==> src/rtl/csbus_pkg.sv <==
// Package: shared types and helpers of the chip-select access sequencer.
// Assumes: nothing beyond IEEE 1800-2017.
package csbus_pkg;

    // Access phases, in the order the sequencer walks them.
    typedef enum logic [2:0] {
        PH_IDLE   = 3'd0,
        PH_LATCH  = 3'd1,
        PH_SETUP  = 3'd2,
        PH_ACTIVE = 3'd3,
        PH_END    = 3'd4,
        PH_GAP    = 3'd5
    } phase_t;

    // Idle cycles after a read, selected by {relax, hold_ext}.
    function automatic logic [3:0] read_gap_cycles(input logic relax, input logic hold_ext);
        logic [3:0] n;
        unique case ({relax, hold_ext})
            2'b00:   n = 4'd0;
            2'b01:   n = 4'd1;
            2'b10:   n = 4'd4;
            default: n = 4'd8;
        endcase
        return n;
    endfunction

    // Larger of two widths, used to size shared counters.
    function automatic int max_w(input int a, input int b);
        return (a > b) ? a : b;
    endfunction

endpackage

==> src/rtl/csbus_req_capture.sv <==
// Module: csbus_req_capture
// Captures direction, address and bank options when a request is taken and
// turns them into phase lengths for the sequencer. The latch length is also
// given combinationally from the raw inputs, because the sequencer loads it
// at the same edge where the request is captured.
// Assumes: take is high for one edge per access; CW >= WSW+1, LCW and 4.
module csbus_req_capture
    import csbus_pkg::*;
#(
    parameter int AW  = 16,
    parameter int WSW = 4,
    parameter int LCW = 3,
    parameter int CW  = 5
) (
    input  logic           clk,
    input  logic           rst_n,
    input  logic           take,
    input  logic           req_write,
    input  logic [AW-1:0]  req_addr,
    input  logic           cfg_ext_term,
    input  logic           cfg_relax,
    input  logic           cfg_hold_ext,
    input  logic           cfg_latch_delay,
    input  logic [LCW-1:0] cfg_latch_cycles,
    input  logic [1:0]     cfg_cs_delay,
    input  logic [WSW-1:0] cfg_wait,
    output logic [CW-1:0]  lat_m1_now,
    output logic           acc_write,
    output logic [AW-1:0]  acc_addr,
    output logic           acc_ext_term,
    output logic           acc_relax,
    output logic           acc_cs_late,
    output logic [CW-1:0]  setup_len,
    output logic [CW-1:0]  wait_len,
    output logic [CW-1:0]  gap_len
);

    localparam int WLW = WSW + 1;

    logic [CW-1:0]  setup_d;
    logic [WLW-1:0] wait_d;
    logic [3:0]     gap_d;

    // Latch-enable length minus one; a programmed zero behaves as one cycle.
    always_comb begin
        if (cfg_latch_delay && (cfg_latch_cycles != '0))
            lat_m1_now = CW'(cfg_latch_cycles - 1'b1);
        else
            lat_m1_now = '0;
    end

    // Setup, wait and gap lengths derived from the raw options.
    always_comb begin
        if (cfg_cs_delay == 2'b00)
            setup_d = '0;
        else if (cfg_relax)
            setup_d = CW'(2);
        else
            setup_d = CW'(1);
        wait_d = cfg_relax ? {cfg_wait, 1'b0} : {1'b0, cfg_wait};
        gap_d  = req_write ? 4'd0 : read_gap_cycles(cfg_relax, cfg_hold_ext);
    end

    // Hold the access parameters stable for the whole access.
    always_ff @(posedge clk) begin
        if (!rst_n) begin
            acc_write    <= 1'b0;
            acc_addr     <= '0;
            acc_ext_term <= 1'b0;
            acc_relax    <= 1'b0;
            acc_cs_late  <= 1'b0;
            setup_len    <= '0;
            wait_len     <= '0;
            gap_len      <= '0;
        end else if (take) begin
            acc_write    <= req_write;
            acc_addr     <= req_addr;
            acc_ext_term <= cfg_ext_term;
            acc_relax    <= cfg_relax;
            acc_cs_late  <= (cfg_cs_delay != 2'b00);
            setup_len    <= setup_d;
            wait_len     <= CW'(wait_d);
            gap_len      <= CW'(gap_d);
        end
    end

endmodule

==> src/rtl/csbus_phase_seq.sv <==
// Module: csbus_phase_seq
// Walks one access through latch, setup, active, end and gap phases with a
// single shared down-counter. The active phase ends on the acknowledge, or
// in internal mode also when the counter reaches zero.
// Assumes: the length inputs are stable from the cycle after take onward.
module csbus_phase_seq
    import csbus_pkg::*;
#(
    parameter int CW = 5
) (
    input  logic          clk,
    input  logic          rst_n,
    input  logic          req_valid,
    input  logic [CW-1:0] lat_m1_now,
    input  logic [CW-1:0] setup_len,
    input  logic [CW-1:0] wait_len,
    input  logic [CW-1:0] gap_len,
    input  logic          ext_term,
    input  logic          ext_ack,
    output logic          take,
    output phase_t        phase
);

    phase_t        phase_d;
    logic [CW-1:0] cnt, cnt_d;
    logic          cnt_zero;
    logic          term;

    assign cnt_zero = (cnt == '0);
    assign take     = (phase == PH_IDLE) && req_valid;
    // End of the active window: acknowledge always, counter only in internal mode.
    assign term     = ext_ack || (!ext_term && cnt_zero);

    // Next phase and counter value.
    always_comb begin
        phase_d = phase;
        cnt_d   = cnt;
        unique case (phase)
            PH_IDLE: begin
                if (take) begin
                    phase_d = PH_LATCH;
                    cnt_d   = lat_m1_now;
                end
            end
            PH_LATCH: begin
                if (!cnt_zero) begin
                    cnt_d = cnt - 1'b1;
                end else if (setup_len != '0) begin
                    phase_d = PH_SETUP;
                    cnt_d   = setup_len - 1'b1;
                end else begin
                    phase_d = PH_ACTIVE;
                    cnt_d   = wait_len;
                end
            end
            PH_SETUP: begin
                if (!cnt_zero) begin
                    cnt_d = cnt - 1'b1;
                end else begin
                    phase_d = PH_ACTIVE;
                    cnt_d   = wait_len;
                end
            end
            PH_ACTIVE: begin
                if (term)
                    phase_d = PH_END;
                else if (!cnt_zero)
                    cnt_d = cnt - 1'b1;
            end
            PH_END: begin
                if (gap_len != '0) begin
                    phase_d = PH_GAP;
                    cnt_d   = gap_len - 1'b1;
                end else begin
                    phase_d = PH_IDLE;
                end
            end
            PH_GAP: begin
                if (!cnt_zero)
                    cnt_d = cnt - 1'b1;
                else
                    phase_d = PH_IDLE;
            end
            default: begin
                phase_d = PH_IDLE;
                cnt_d   = '0;
            end
        endcase
    end

    // Phase and counter registers.
    always_ff @(posedge clk) begin
        if (!rst_n) begin
            phase <= PH_IDLE;
            cnt   <= '0;
        end else begin
            phase <= phase_d;
            cnt   <= cnt_d;
        end
    end

endmodule

==> src/rtl/csbus_strobe_gen.sv <==
// Module: csbus_strobe_gen
// Decodes the bus strobes from the registered phase and captured options.
// Every output depends only on registers, so no input reaches the pins
// combinationally.
// Assumes: phase and the acc_* inputs come straight from registers.
module csbus_strobe_gen
    import csbus_pkg::*;
#(
    parameter int AW = 16
) (
    input  phase_t        phase,
    input  logic          acc_write,
    input  logic          acc_relax,
    input  logic          acc_cs_late,
    input  logic [AW-1:0] acc_addr,
    output logic          req_ready,
    output logic [AW-1:0] bus_addr,
    output logic          bus_ale,
    output logic          bus_cs,
    output logic          bus_we,
    output logic          bus_oe,
    output logic          acc_done
);

    logic in_act, in_end, on_bus, early_we, early_cs;

    assign in_act   = (phase == PH_ACTIVE);
    assign in_end   = (phase == PH_END);
    assign on_bus   = (phase == PH_LATCH) || (phase == PH_SETUP) || in_act || in_end;
    // Relaxed writes drop the write strobe, and a delayed select, in the closing cycle.
    assign early_we = acc_write && acc_relax;
    assign early_cs = early_we && acc_cs_late;

    // Strobe decode per phase.
    always_comb begin
        req_ready = (phase == PH_IDLE);
        bus_addr  = on_bus ? acc_addr : '0;
        bus_ale   = (phase == PH_LATCH);
        bus_cs    = in_act || (in_end && !early_cs);
        bus_we    = acc_write && (in_act || (in_end && !early_we));
        bus_oe    = !acc_write && (in_act || in_end);
        acc_done  = in_end;
    end

endmodule

==> src/rtl/csbus_timer.sv <==
// Module: csbus_timer (top)
// Per-access strobe timing controller for one chip-select bank of an
// asynchronous external bus. Request capture, phase sequencing and strobe
// decode are separate submodules.
// Assumes: options are valid with req_valid; ext_ack is synchronous to clk.
module csbus_timer
    import csbus_pkg::*;
#(
    parameter int AW  = 16,
    parameter int WSW = 4,
    parameter int LCW = 3
) (
    input  logic           clk,
    input  logic           rst_n,
    input  logic           req_valid,
    output logic           req_ready,
    input  logic           req_write,
    input  logic [AW-1:0]  req_addr,
    input  logic           cfg_ext_term,
    input  logic           cfg_relax,
    input  logic           cfg_hold_ext,
    input  logic           cfg_latch_delay,
    input  logic [LCW-1:0] cfg_latch_cycles,
    input  logic [1:0]     cfg_cs_delay,
    input  logic [WSW-1:0] cfg_wait,
    input  logic           ext_ack,
    output logic [AW-1:0]  bus_addr,
    output logic           bus_ale,
    output logic           bus_cs,
    output logic           bus_we,
    output logic           bus_oe,
    output logic           acc_done
);

    // The counter covers doubled waits, latch lengths and the 8-cycle gap.
    localparam int CW = max_w(max_w(WSW + 1, LCW), 4);

    logic          take;
    phase_t        phase;
    logic [CW-1:0] lat_m1_now, setup_len, wait_len, gap_len;
    logic          acc_write, acc_ext_term, acc_relax, acc_cs_late;
    logic [AW-1:0] acc_addr;

    csbus_req_capture #(.AW(AW), .WSW(WSW), .LCW(LCW), .CW(CW)) i_capture (
        .clk              (clk),
        .rst_n            (rst_n),
        .take             (take),
        .req_write        (req_write),
        .req_addr         (req_addr),
        .cfg_ext_term     (cfg_ext_term),
        .cfg_relax        (cfg_relax),
        .cfg_hold_ext     (cfg_hold_ext),
        .cfg_latch_delay  (cfg_latch_delay),
        .cfg_latch_cycles (cfg_latch_cycles),
        .cfg_cs_delay     (cfg_cs_delay),
        .cfg_wait         (cfg_wait),
        .lat_m1_now       (lat_m1_now),
        .acc_write        (acc_write),
        .acc_addr         (acc_addr),
        .acc_ext_term     (acc_ext_term),
        .acc_relax        (acc_relax),
        .acc_cs_late      (acc_cs_late),
        .setup_len        (setup_len),
        .wait_len         (wait_len),
        .gap_len          (gap_len)
    );

    csbus_phase_seq #(.CW(CW)) i_seq (
        .clk        (clk),
        .rst_n      (rst_n),
        .req_valid  (req_valid),
        .lat_m1_now (lat_m1_now),
        .setup_len  (setup_len),
        .wait_len   (wait_len),
        .gap_len    (gap_len),
        .ext_term   (acc_ext_term),
        .ext_ack    (ext_ack),
        .take       (take),
        .phase      (phase)
    );

    csbus_strobe_gen #(.AW(AW)) i_strobe (
        .phase       (phase),
        .acc_write   (acc_write),
        .acc_relax   (acc_relax),
        .acc_cs_late (acc_cs_late),
        .acc_addr    (acc_addr),
        .req_ready   (req_ready),
        .bus_addr    (bus_addr),
        .bus_ale     (bus_ale),
        .bus_cs      (bus_cs),
        .bus_we      (bus_we),
        .bus_oe      (bus_oe),
        .acc_done    (acc_done)
    );

endmodule

==> config.mk <==
export PLATFORM = sky130hd
export DESIGN_NAME = csbus_timer
export DESIGN_NICKNAME = d
export VERILOG_FILES = /design/src/rtl/csbus_pkg.sv /design/src/rtl/csbus_req_capture.sv /design/src/rtl/csbus_phase_seq.sv /design/src/rtl/csbus_strobe_gen.sv /design/src/rtl/csbus_timer.sv
export SDC_FILE = /design/constraint.sdc
export NUM_CORES = 1
export LEC_CHECK = 0
export BUFFER_PORTS_ARGS = -buffer_cell sky130_fd_sc_hd__buf_4
export CAP_MARGIN = 20
export CORE_MARGIN = 4
export CORE_UTILIZATION = 48
export CTS_CLUSTER_DIAMETER = 150
export CTS_CLUSTER_SIZE = 28
export DETAILED_ROUTE_END_ITERATION = 7
export GPL_TIMING_DRIVEN = 0
export PLACE_DENSITY = 0.76
export RECOVER_POWER = 100
export SETUP_SLACK_MARGIN = 0.15
export SLEW_MARGIN = 15
export SYNTH_ARGS = -nofsm -noshare
export SYNTH_HDL_FRONTEND = slang
export SYNTH_SLANG_ARGS = --single-unit
==> constraint.sdc <==
create_clock -name clk -period 1.85 [get_ports clk]
set_input_delay 0.555 -clock clk [delete_from_list [all_inputs] [get_ports clk]]
set_output_delay 0.555 -clock clk [all_outputs]
set_load 0.03 [all_outputs]
## After elaboration in Yosys (flattened, before gate mapping)

Index checks and enable logic that the tools add are counted.

- Flip-flop bits (word level): 42
- Bits of input ports: 34
- Output and inout bits: 22
- Logic and storage cells: 81

- Add/subtract/negate cells: 4
- Equality and inequality tests: 14
- Multiplexer cells: 23
- Reductions and logical operators: 30

Operator list:

| kind | number |
|---|---|
| 2-to-1 mux 5 bit | 10 |
| one-hot mux 5 bit (6 select lines) | 1 |
| 2-to-1 mux 3 bit | 6 |
| one-hot mux 3 bit (6 select lines) | 1 |
| 2-to-1 mux 16 bit | 1 |
| one-hot mux 4 bit (3 select lines) | 1 |
| nonzero test 5 bit | 2 |
| subtractor 5 x 1 -> 5 bit (second input constant) | 2 |
| logical AND 1 bit | 9 |
| != test 2 x 1 -> 1 bit (second input constant) | 4 |
| logical OR 1 bit | 7 |
| equality test 3 x 2 -> 1 bit (second input constant) | 2 |
| equality test 3 bit (second input constant) | 2 |
| != test 2 bit (second input constant) | 3 |
| zero test 5 bit | 1 |
| AND reduction 5 bit | 1 |
| subtractor 4 x 1 -> 5 bit (second input constant) | 1 |
| zero test 1 bit | 4 |
| zero test 2 bit | 2 |
| 2-to-1 mux 4 bit | 1 |
| subtractor 3 x 1 -> 4 bit (second input constant) | 1 |
| equality test 3 x 1 -> 1 bit (second input constant) | 1 |
| zero test 3 bit | 1 |
| AND reduction 3 bit | 1 |
| other kinds (6) | 6 |

## Depth between registers and ports, before layout

- Depth after elaboration: 5
- Depth in mapped cells: 8
- Depth with buffers taken out: 8

## Modules after synthesis

Synthesis repeated with hierarchy kept, for this count alone.

- Cells, all modules: 297
- Area total of the unflattened synthesis: 2,496.1 sq um

Modules (own cells, without submodules):

| module | instances | cells an instance | area an instance (sq um) | sequential area each (sq um) |
|---|---|---|---|---|
| csbus_req_capture | 1 | 129 | 1,287.5 | 600.6 |
| csbus_phase_seq | 1 | 138 | 989.7 | 160.2 |
| csbus_strobe_gen | 1 | 30 | 219.0 | 0.0 |

## Worst setup path after synthesis

No wires, ideal clock.

- Kind: register to output
- Start point: register i_seq.phase[2]
- End point: output port bus_cs
- Data arrival time: 1.600 ns
- Data required time: 1.295 ns
- Path slack: -0.305 ns
- Stages on the path, launching flop included: 4
- Path buffers: 1
- Cells stage by stage: dfxtp_1 clkbuf_1 nand2_1 o21ai_0

- Cells in the longest elaborated chain, start to end: 3
- Elaborated cells between the ends (all ways): 4
- Those cells by class: eq/ne (2); reduce/logical (2)

Ends and longest elaborated chain:

| what | RTL line | source |
|---|---|---|
| start: declaration | csbus_phase_seq.sv:21 | `output phase_t phase` |
| start signal: assignment | csbus_phase_seq.sv:97 | `phase <= phase_d;` |
| equality test 3 bit | csbus_strobe_gen.sv:28 | `assign in_end = (phase == PH_END);` |
| logical AND 1 bit | csbus_strobe_gen.sv:39 | `bus_cs = in_act \|\| (in_end && !early_cs);` |
| logical OR 1 bit * | csbus_strobe_gen.sv:39 |  |
| end: declaration | csbus_timer.sv:29 | `output logic bus_cs,` |

Mark *: on every way between the ends. The rest lies on a longest branch, timed or not.

## Final worst setup path

- Start point: register i_seq.phase[2]
- End point: output port bus_addr[0]

- Cells in the longest elaborated chain, start to end: 5
- Elaborated cells between the ends (all ways): 8
- Those cells by class: eq/ne (4); mux (1); reduce/logical (3)

Ends and longest elaborated chain:

| what | RTL line | source |
|---|---|---|
| equality test 3 x 1 -> 1 bit or equality test 3 x 2 -> 1 bit (tied branches) | csbus_strobe_gen.sv:29 | `assign on_bus = (phase == PH_LATCH) \|\| (phase == PH_SETUP) \|\| in_act \|\| in_end;` |
| logical OR 1 bit (2 in series) | csbus_strobe_gen.sv:29 |  |
| logical OR 1 bit * | csbus_strobe_gen.sv:29 |  |
| 2-to-1 mux 16 bit * | csbus_strobe_gen.sv:37 | `bus_addr = on_bus ? acc_addr : '0;` |
| end: declaration | csbus_timer.sv:27 | `output logic [AW-1:0] bus_addr,` |

Marked as above.

==> reports/qor.txt <==
Synth Area in Compound Gates: 24.4%
die height: 75.9 um
main flop type after synthesis: dfxtp_1
largest net degree at the start of global routing: 12
FP Rows: 24
crit path DAT: 1.61 ns
Final min period: 2.17 ns
synth unique cells: 49
Async SR Flop Fraction: 0%
GRT Util Overall: 24.0%
Placer Congestion: 0.841
CP required: 1.29 ns
fraction of layout cells with a size suffix above 1: 45.3%
largest cells by area after synthesis: dfxtp_1 34%, nand2_1 9.7%, a21boi_0 8.8%, and2_1 5.1%, ha_1 3.4%
HPWL after detailed placement: 4420 um
Synth top area share: 34.3%
Die Width: 75.9 um
final worst slack: -0.317 ns
commonest non-fill, non-tap cell in the layout: nand2_1
Final Power: 0.00530 W
number of buffers created by CTS: 5
Post-synth EDFFs: 0
Post-Synth Adder-Cell Area: 3.39%
clk_lat worst skew: 0.29 ns
Fin Hold WS: 0.454 ns
worst hold path class: flip-flop to flip-flop
most frequent CP cell: buf_6
Overflow after GRT: 0
Startpoint Class: flip-flop
vias in the first global route: 2400
DRT Wirelength: 7380 um
pwr dens: 1440 nW/um^2
Slew @ Worst Pin: 0.570 ns
worst relative slew slack: 62.0%
Max-Cap Viols: 0
I/O pin cnt: 56
Vias per Instance: 5.70
Worst VDD drop: 0.917 mV
clk_skew: 0.00124 ns
fin crit share: 117%
drt wl/cell: 17.1 um
unrepaired setup endpoints after global routing: yes
Synth Instances: 282
CP Class: flip-flop to output port
Finish-stage setup viols: 26
slowest stage cell, crit path: dfxtp_4
crit-path max cell delay: 0.36 ns
post-route ant nets: 0
Crit Path Max Fanout: 4
FILL cells: 258
clock root cell: clkbuf_8
Max Freq: 462 MHz
Cell Area, Synth: 2220 um^2
nature of the critical path endpoint: output port
Hold-fix buffers, CTS: 0
clock transition at the registers of the reported paths: 0.07 ns
Synthesized Nets: 322
first-pass GRT wire length: 11400 um
R2R setup slack: -0.02 ns
Simple-Gate Fraction of Synth Area: 29.0%
largest family of logic cells by synthesized area: simple AND/OR/NAND/NOR gates
CTS tree: done
failing checks: negative setup slack
post-place setup slack: -0.352 ns
sequential element share of the synthesized area: 34.3%
via count: 2462
Antenna diodes: 0
Synth warnings: 0
max-slew violations: 0
number of remaining DRC errors: 0
die area: 5770 um^2
Area growth syn-to-layout: 66.4%
# clock sinks: 38
core area: 4410 um^2
leading area contributor after synthesis: dfxtp_1
mux cell area share after synthesis: 1.36%
first-pass iteration count of the detailed router: 4
Initial Utilization: 50.2%
nets@finish: 419
post-synthesis xor/xnor area fraction: 1.58%
syn avg cell area: 7.86 um^2
Max Root-Sink Buffers: 2
worst path cell trace: clkbuf_16 -> buf_12 -> xnor2_4 -> buf_6 -> and2_4 -> buf_6
Initial DRC Count: 166
Leak: 1.61 nW
Yosys reg bits: 38
outcome: finished with violations
H-tree depth: 2
Fin. Hold Viols: 0
initial antenna violation count: 0
most frequent cells in the layout: 54 x nand2_1, 52 x buf_4, 34 x buf_6
# port buffers: 55
==> worst max-delay path: cells and delay by family, from the launching register on <==
kind / cells / cell delay (ns)
xor gates and xnor gates: 1 / 0.27
buffers and inverters: 4 / 0.56
DFF: 1 / 0.36
and+or+nand+nor: 1 / 0.13
==> synth_stat cells (all sizes together), types with 3 or more instances <==
cell and count:
a21boi 26, nor3b 3, clkbuf 11, nand3b 4, or3 3, o22ai 6, buf 8, o211a 4
nor2 14, xnor2 4, nand2 57, o21ai 9, ha 6, or4b 3, and2 18, dfxtp 38
nor3 4, nand2b 4, a21oi 9, nor2b 6, mux2i 3, inv 12
==> flip-flops by register name, indices dropped and copies added (netlist names) <==
register                count
i_capture.acc_addr         16
i_capture.acc_relax         1
i_capture.acc_write         1
i_capture.setup_len         2
i_capture.acc_cs_late       1
i_seq.phase                 3
i_seq.cnt                   5
i_capture.wait_len          5
i_capture.acc_ext_term      1
i_capture.gap_len           3
==> cell families (layout without fill, tap and decap cells) <==
family,Yosys count,count (layout)
buffers and inverters,31,129
AO/OA/AOI/OAI,74,74
flip-flops,38,38
XOR/XNOR,4,4
multiplexers,3,3
adder cells (fa/ha/maj),6,6
AND/OR/NAND/NOR,126,126
==> stage by stage <==
step	instances	instance area (um^2)	TNS (ns)	utilization [%]
6_report	432	3690	-6.16	83.5
5_1_grt	432	3690	-8.27	83.5
3_3_place_gp	389	2840	-4.92	64.4
4_1_cts	422	3420	-5.88	77.6
2_1_floorplan	282	2360	0	-
3_5_place_dp	389	2840	-5.33	64.4
==> final cells by class <==
type	count	area [um^2]	area share, %
inverters	12	47.5	1.29
well taps	52	65.1	1.76
clock buffers	7	86.3	2.34
flip-flops and latches	38	773	21.0
multi-input cells	213	1600	43.4
clock inverters	1	5.00	0.136
repair buffers	90	876	23.8
plain buffers	19	235	6.38
==> final timing paths <==
kind | from | to | depth (start not counted)
worst max-delay path | i_seq.phase[2] | bus_addr[0] | 6
worst min-delay path | i_capture.acc_addr[8] | i_capture.acc_addr[8] | 2
worst max register to register | i_seq.cnt[1] | i_seq.cnt[1] | 7
worst min register to register | i_capture.acc_addr[8] | i_capture.acc_addr[8] | 2
==> timing repair <==
action | CTS | global route
endpoints found under the setup margin | 30 | 59
gates cloned | 1 | 3
pin swaps | 30 | 24
setup buffers | 24 | 7
gates resized for setup | 73 | 67
hold endpoints to repair | 0 | 0
==> power breakdown <==
group / switching, W / total [W] / internal [W]
Combinational: 0.00174 / 0.00357 / 0.00183
Sequential: 0.000131 / 0.00113 / 0.000999
Clock: 0.000298 / 0.000599 / 0.000301
Total: 0.00217 / 0.00530 / 0.00313
==> metal layers <==
| layer | vias to the layer above | wire length [um] | track usage [%] |
|---|---|---|---|
| met2 | 86 | 3680 | 40.6 |
| met3 | 12 | 443 | 5.45 |
| met5 | - | 0 | 0 |
| li1 | 1166 | - | - |
| met4 | 0 | 122 | 8.19 |
| met1 | 1198 | 3130 | 29.7 |
(Power assumes the default switching activity.)
